==> config.mk <==
export PLATFORM = sky130hd
export DESIGN_NAME = flow_violation_guard
export DESIGN_NICKNAME = d
export VERILOG_FILES = /design/src/rtl/fvg_pkg.sv /design/src/rtl/fvg_age_ctr.sv /design/src/rtl/fvg_datapath.sv /design/src/rtl/fvg_control.sv /design/src/rtl/flow_violation_guard.sv
export SDC_FILE = /design/constraint.sdc
export NUM_CORES = 1
export LEC_CHECK = 0
export BUFFER_PORTS_ARGS = -buffer_cell sky130_fd_sc_hd__buf_4
export CORE_ASPECT_RATIO = 0.6
export CORE_UTILIZATION = 56
export DETAILED_ROUTE_END_ITERATION = 6
export GPL_TIMING_DRIVEN = 0
export PLACE_DENSITY = 0.79
export SYNTH_ARGS = -nofsm -noshare
export SYNTH_HDL_FRONTEND = slang
export SYNTH_SLANG_ARGS = --single-unit
==> constraint.sdc <==
create_clock -name clk -period 2.75 [get_ports clk]
set_clock_uncertainty 0.15 [all_clocks]
set_input_delay 0.4125 -clock clk [delete_from_list [all_inputs] [get_ports clk]]
set_output_delay 0.4125 -clock clk [all_outputs]
set_load 0.005 [all_outputs]
==> src/rtl/fvg_pkg.sv <==
package fvg_pkg;
  // Strobes passed from control to datapath each cycle
  typedef struct packed {
    logic tick;       // packet-cycle boundary
    logic setStatus;  // a packet was dropped this cycle
    logic clrStatus;  // host write-one-to-clear of the status bit
  } fvgStrobe_t;
endpackage

==> src/rtl/fvg_age_ctr.sv <==
module fvg_age_ctr #(
  parameter int WIN_W = 4
) (
  input  logic             clk,
  input  logic             rst_n,
  input  logic             grant,
  input  logic             tick,
  input  logic [WIN_W-1:0] window,
  output logic             recent
);
  localparam logic [WIN_W-1:0] AGE_MAX = {WIN_W{1'b1}};

  logic [WIN_W-1:0] age;

  always_ff @(posedge clk) begin
    if (!rst_n) begin
      age <= AGE_MAX;
    end else if (grant) begin
      age <= '0;
    end else if (tick && (age != AGE_MAX)) begin
      age <= age + 1'b1;
    end
  end

  assign recent = (age < window);
endmodule

==> src/rtl/fvg_datapath.sv <==
module fvg_datapath
  import fvg_pkg::*;
#(
  parameter int NUM_PORTS = 4,
  parameter int WIN_W     = 4
) (
  input  logic                 clk,
  input  logic                 rst_n,
  input  fvgStrobe_t           strobes,
  input  logic [NUM_PORTS-1:0] oqGrant,
  input  logic [NUM_PORTS-1:0] memGrant,
  input  logic [WIN_W-1:0]     window,
  input  logic [NUM_PORTS-1:0] violSet,
  input  logic [NUM_PORTS-1:0] violClr,
  output logic [NUM_PORTS-1:0] oqRecent,
  output logic [NUM_PORTS-1:0] memRecent,
  output logic                 statusViol,
  output logic [NUM_PORTS-1:0] violPorts
);
  // One age counter per output and grant kind
  for (genvar p = 0; p < NUM_PORTS; p++) begin : g_port
    fvg_age_ctr #(.WIN_W(WIN_W)) u_oqAge (
      .clk    (clk),
      .rst_n  (rst_n),
      .grant  (oqGrant[p]),
      .tick   (strobes.tick),
      .window (window),
      .recent (oqRecent[p])
    );
    fvg_age_ctr #(.WIN_W(WIN_W)) u_memAge (
      .clk    (clk),
      .rst_n  (rst_n),
      .grant  (memGrant[p]),
      .tick   (strobes.tick),
      .window (window),
      .recent (memRecent[p])
    );

    // Sticky violation bit, set has priority over clear
    always_ff @(posedge clk) begin
      if (!rst_n) begin
        violPorts[p] <= 1'b0;
      end else if (violSet[p]) begin
        violPorts[p] <= 1'b1;
      end else if (violClr[p]) begin
        violPorts[p] <= 1'b0;
      end
    end
  end

  always_ff @(posedge clk) begin
    if (!rst_n) begin
      statusViol <= 1'b0;
    end else if (strobes.setStatus) begin
      statusViol <= 1'b1;
    end else if (strobes.clrStatus) begin
      statusViol <= 1'b0;
    end
  end
endmodule

==> src/rtl/fvg_control.sv <==
module fvg_control
  import fvg_pkg::*;
#(
  parameter int NUM_PORTS = 4,
  parameter int WIN_W     = 4
) (
  input  logic                 cfgEnable,
  input  logic [WIN_W-1:0]     cfgWindow,
  input  logic                 clrStatus,
  input  logic                 cycleStrobe,
  input  logic                 pktValid,
  input  logic                 pktMcast,
  input  logic [NUM_PORTS-1:0] pktDest,
  input  logic [NUM_PORTS-1:0] oqRecent,
  input  logic [NUM_PORTS-1:0] memRecent,
  output logic [WIN_W-1:0]     window,
  output logic [NUM_PORTS-1:0] violSet,
  output fvgStrobe_t           strobes,
  output logic                 pktAccept,
  output logic                 pktDrop
);
  logic [NUM_PORTS-1:0] okPorts;
  logic [NUM_PORTS-1:0] badPorts;
  logic                 violation;

  // A zero window is treated as the smallest legal window
  assign window = (cfgWindow == '0) ? WIN_W'(1) : cfgWindow;

  // Multicast honours memory grants only
  assign okPorts   = pktMcast ? memRecent : (oqRecent | memRecent);
  assign badPorts  = pktDest & ~okPorts;
  assign violation = pktValid && cfgEnable && (badPorts != '0);

  assign pktDrop   = violation;
  assign pktAccept = pktValid && !violation;
  assign violSet   = violation ? badPorts : '0;

  always_comb begin
    strobes           = '0;
    strobes.tick      = cycleStrobe;
    strobes.setStatus = violation;
    strobes.clrStatus = clrStatus;
  end
endmodule

==> src/rtl/flow_violation_guard.sv <==
module flow_violation_guard
  import fvg_pkg::*;
#(
  parameter int NUM_PORTS = 4,
  parameter int WIN_W     = 4
) (
  input  logic                 clk,
  input  logic                 rst_n,
  input  logic                 cfgEnable,
  input  logic [WIN_W-1:0]     cfgWindow,
  input  logic                 intMask,
  input  logic                 clrStatus,
  input  logic [NUM_PORTS-1:0] clrViol,
  input  logic                 cycleStrobe,
  input  logic [NUM_PORTS-1:0] oqGrant,
  input  logic [NUM_PORTS-1:0] memGrant,
  input  logic                 pktValid,
  input  logic                 pktMcast,
  input  logic [NUM_PORTS-1:0] pktDest,
  output logic                 pktAccept,
  output logic                 pktDrop,
  output logic                 statusViol,
  output logic [NUM_PORTS-1:0] violPorts,
  output logic                 irq
);
  fvgStrobe_t           strobes;
  logic [WIN_W-1:0]     window;
  logic [NUM_PORTS-1:0] violSet;
  logic [NUM_PORTS-1:0] oqRecent;
  logic [NUM_PORTS-1:0] memRecent;

  fvg_control #(.NUM_PORTS(NUM_PORTS), .WIN_W(WIN_W)) u_ctrl (
    .cfgEnable   (cfgEnable),
    .cfgWindow   (cfgWindow),
    .clrStatus   (clrStatus),
    .cycleStrobe (cycleStrobe),
    .pktValid    (pktValid),
    .pktMcast    (pktMcast),
    .pktDest     (pktDest),
    .oqRecent    (oqRecent),
    .memRecent   (memRecent),
    .window      (window),
    .violSet     (violSet),
    .strobes     (strobes),
    .pktAccept   (pktAccept),
    .pktDrop     (pktDrop)
  );

  fvg_datapath #(.NUM_PORTS(NUM_PORTS), .WIN_W(WIN_W)) u_dp (
    .clk        (clk),
    .rst_n      (rst_n),
    .strobes    (strobes),
    .oqGrant    (oqGrant),
    .memGrant   (memGrant),
    .window     (window),
    .violSet    (violSet),
    .violClr    (clrViol),
    .oqRecent   (oqRecent),
    .memRecent  (memRecent),
    .statusViol (statusViol),
    .violPorts  (violPorts)
  );

  assign irq = statusViol && !intMask;
endmodule

# Word level (Yosys, flattened, before mapping)
# Cells that the tools add are included.
# word_totals
register_bits	37
input_bits	28
out_inout_bits	8
# classes
add_sub_neg	8
magnitude_cmp	8
eq_ne	8
muxes	29
bitwise	3
reduce_logical	29
# ops
op	n
$mux W4	19
$add A4 B1 Y4 const B	8
$lt A4 B4 Y1	8
$ne A4 B4 Y1 const B	8
$reduce_bool A2 Y1	13
$logic_and A1 B1 Y1	12
$mux W1	10
$and A4 B4 Y4	1
$logic_not A4 Y1	1
$not A4 Y4	1
$or A4 B4 Y4	1
$reduce_bool A4 Y1	1
$logic_not A1 Y1	2

# Depth between registers and ports, before layout
# depth
ltp_word	11
depth_mapped	8

# Cells and area by module
# From an unflattened synthesis, not the netlist that was laid out.
# hier_totals
hier_cells	296
hier_area_um2	2638.8
# modules_own_cells
module	instances	cells_each	area_per_inst_um2	seq_area_each_um2
fvg_age_ctr	8	32	284.0	80.1
fvg_datapath	1	15	206.4	100.1
fvg_control	1	24	146.4	0.0
flow_violation_guard	1	1	13.8	0.0

# Worst setup path before layout
# OpenSTA, ideal clock, no wires.
# synth_timing
path_kind	in2out
from	in cfgWindow[3]
to	out pktAccept
arrival_time_ns	1.896
t_required_ns	2.188
path_slack_ns	0.291
cell_stages	8
cell_sequence	inv_1 > ha_1 > a2111o_1 > o22ai_1 > a221oi_1 > nor2_1 > and3_1 > o21a_1
# synth_between
elab_chain_len	11
# synth_rtl
element	line_no	rtl
start: declaration	flow_violation_guard.sv:10	input logic [WIN_W-1:0] cfgWindow,
$logic_not A4 Y1	fvg_control.sv:27	assign window = (cfgWindow == '0) ? WIN_W'(1) : cfgWindow;
$mux W4 (*)	fvg_control.sv:27	
$lt A4 B4 Y1	fvg_age_ctr.sv:25	assign recent = (age < window);
$or A4 B4 Y4	fvg_control.sv:30	assign okPorts = pktMcast ? memRecent : (oqRecent | memRecent);
$mux W4 (*)	fvg_control.sv:30	
$not A4 Y4 (*)	fvg_control.sv:31	assign badPorts = pktDest & ~okPorts;
$and A4 B4 Y4 (*)	fvg_control.sv:31	
$reduce_bool A4 Y1 (*)	fvg_control.sv:32	assign violation = pktValid && cfgEnable && (badPorts != '0);
$logic_and A1 B1 Y1 (*)	fvg_control.sv:32	
$logic_not A1 Y1 (*)	fvg_control.sv:35	assign pktAccept = pktValid && !violation;
$logic_and A1 B1 Y1 (*)	fvg_control.sv:35	
end: declaration	flow_violation_guard.sv:20	output logic pktAccept,
# Mark *: on every way between the ends. The rest lies on a longest branch, timed or not.

# Final worst setup path
# Same ends and word-level chain as after synthesis.

==> run metrics <==
status=finished, violations left; failing checks=setup timing; Crit path largest cell delay=between 400 and 500 ps; htree depth=2; Area Growth Syn to Fin=27.0%; proportion of layout cells with a drive suffix above 1=a little over a fifth; Worst slew margin=61.5%; DR vias/cell=5.86; Final Hold Violating Endpoints=0; initial DRC count=96; # setup viols final=1; worst path cell trace=buf_8 -> clkinvlp_4 -> buf_12 -> ha_4 -> a2111o_1 -> o22ai_2 -> a221oi_2 -> nor2_1 -> and3_4 -> o21a_1 -> buf_4; crit path kind=input pin to output pin; standard-cell rows=17; HPWL after DPL=3920 um; vias in the first global route=2047; Tot GR Track Use=between 20% and 30%; CTS clk-pin slew, worst paths=70 ps; Slew @ Worst Pin=just under 600 ps; Die H=51.0 um; crit path max-delay cell type=a2111o_1; Post-synth EDFFs=0; synthesized area=between 2000 and 2500 um2; post-synthesis async set-or-reset flop share=0%; Antenna Cells=0; Critical Path RT=2190 ps; maxcap violations=0; Mapped Cells=250; RR Endpoint=u_dp.violPorts[2]; Die ar.=roughly 4300 um2; Post-DP Area=2550 um2; Achievable Freq=0.357 GHz; routed length per placed instance=approximately 16 um; Worst R2R Setup Slack=a little under 700 ps; reg2reg path depth=8; clock tree sinks=37; Main synth FF type=dfxtp_1; fillers=260; Post-synth top cells=40 x o21ai_0, 37 x dfxtp_1, 32 x ha_1; beginning of the worst register-to-register path=u_dp.g_port[2].u_oqAge.age[2]; leading area contributor after synthesis=dfxtp_1; ANT nets after route=0; Post-Route WL=~5700 um; min-delay worst type=input pin to register; Chip Width=83.7 um; Worst setup SP type=input pin; end of the critical path=pktAccept; Area contributors post-synth=dfxtp_1 33%, ha_1 18%, o21ai_0 8.9%; routability cong.=0.913; CP Capture Type=output pin; Hold WS=176 ps; synth unique cells=31; post-route cell area=2850 um2; most common cell in the netlist=o21ai_0; CTS tree=done; Arrival @ worst endpoint=~2200 ps; area share of the largest cell type after synthesis=33.0%; Setup TNS=-51.5 ps; CTS root buf=clkbuf_8; drt drc=0; hold-fix buffers at CTS=0; Vias=2026; Initial Utilization=between 50% and 60%; register area=743 um2; Num CTS Buffers=5; Max VDD drop=405 uV; # IOs=36; Pwr per Cell Area=521 nW/um2; Final Power=1.48 mW; Setup WS pre-CTS=-223 ps; flops & latches, synth=37; Worst-Skew Late Latency=between 200 and 300 ps; Final Critical Period=2800 ps; Buffers on Ports=33; nets=358; Pre-antenna DRT Iters=4; maximum fanout along the worst path=5; Multi-input gate area=1530 um2; Final WS setup=-51.5 ps; largest net degree at the start of global routing=12; sequential-to-total area share from yosys stat=between 30% and 40%; Overflow after GRT=0; Avg Cell Area, Syn=8.97 um2; fin crit share=102%; syn nets=310; Core Box Area=3740 um2; leak pwr=~1.2 nW; Ys Warns=0; Final Max Tran Viols=0; RSZ-0062 raised after global routing=true; CTS max path bufs=2; antenna violations before repair=0; Worst Setup SP=cfgWindow[3]; first-pass GRT wire length=9650 um
==> sequential cells by signal, summed over array words and instances (netlist names) <==
signal	count
u_dp.violPorts	4
u_dp.g_port.u_memAge.age	16
u_dp.statusViol	1
u_dp.g_port.u_oqAge.age	16
==> critical path: cells and delay by family <==
kind	cells	cell delay, ps
buffers and inverters	4	460
AO/OA/AOI/OAI	4	830
adder cells (fa/ha/maj)	1	210
AND/OR/NAND/NOR	2	330
==> routing by layer <==
metal / GRT usage [%] / wire [um]
met5: 0 / 0
met1: 40.7 / 2870
met3: 7.75 / 389
met2: 42.8 / 2300
met4: 12.7 / 107
==> kinds of logic after synthesis <==
| logic type | synth area share, % |
|---|---|
| compound gates | 21.4 |
| xor+xnor | 8.59 |
| fa+ha+maj | 17.9 |
| buf+inv | 2.85 |
| flops | 33.0 |
| mux | 3.57 |
| simple gates | 12.7 |
==> metrics by stage <==
| step | cells | utilization [%] |
|---|---|---|
| after detailed placement | 330 | 68.1 |
| after global placement | 330 | 68.1 |
| final | 346 | 76.1 |
| after global routing | 346 | 76.1 |
| after CTS | 345 | 75.9 |
| after floorplan | 250 | - |
==> report_power, final <==
part           leakage (nW)  total [mW]  switching (mW)  internal, mW
clock network        0.0542       0.427           0.200         0.227
registers             0.309       0.651          0.0641         0.587
logic                 0.868       0.406           0.194         0.211
total                  1.23        1.48           0.459          1.02
==> how the worst min path moves through the flow <==
stage / startpoint / slack [ps] / cells past startpoint / endpoint
floorplan: u_dp.statusViol / 330 / 2 / u_dp.statusViol
finish: oqGrant[3] / 180 / 2 / u_dp.g_port[3].u_oqAge.age[3]
global placement: u_dp.statusViol / 340 / 2 / u_dp.statusViol
detailed placement: u_dp.violPorts[2] / 350 / 2 / u_dp.violPorts[2]
CTS: oqGrant[3] / 170 / 2 / u_dp.g_port[3].u_oqAge.age[2]
global route: oqGrant[0] / 180 / 2 / u_dp.g_port[0].u_oqAge.age[2]
==> layout by cell type (no fill, tap or decap), drive strengths merged, types with 3 or more instances in the layout <==
master	instances
nor2	13
nand3	23
a211o	8
mux2i	8
ha	32
nand2	9
nor2b	3
nor3	3
inv	9
o21a	3
buf	41
o21ai	41
o22ai	4
xnor2	8
dfxtp	37
a21oi	4
clkbuf	13
xor2	14
==> final cells by class <==
type                            instances  share of cell area [%]
Inverter                               11                    1.71
Tap cell                               47                    2.07
Clock buffer                            7                    3.38
Buffer                                  6                   0.791
Multi-Input combinational cell        196                    53.7
Timing Repair Buffer                   41                    12.0
Sequential cell                        37                    26.1
Clock inverter                          1                   0.176
==> timing repair <==
item                                    CTS  global route
buffers inserted                          7             1
resized for setup                        25             0
cloned                                    0             0
endpoints found under the setup margin    2             2
pin swaps                                12             2
(Power assumes the default switching activity.)
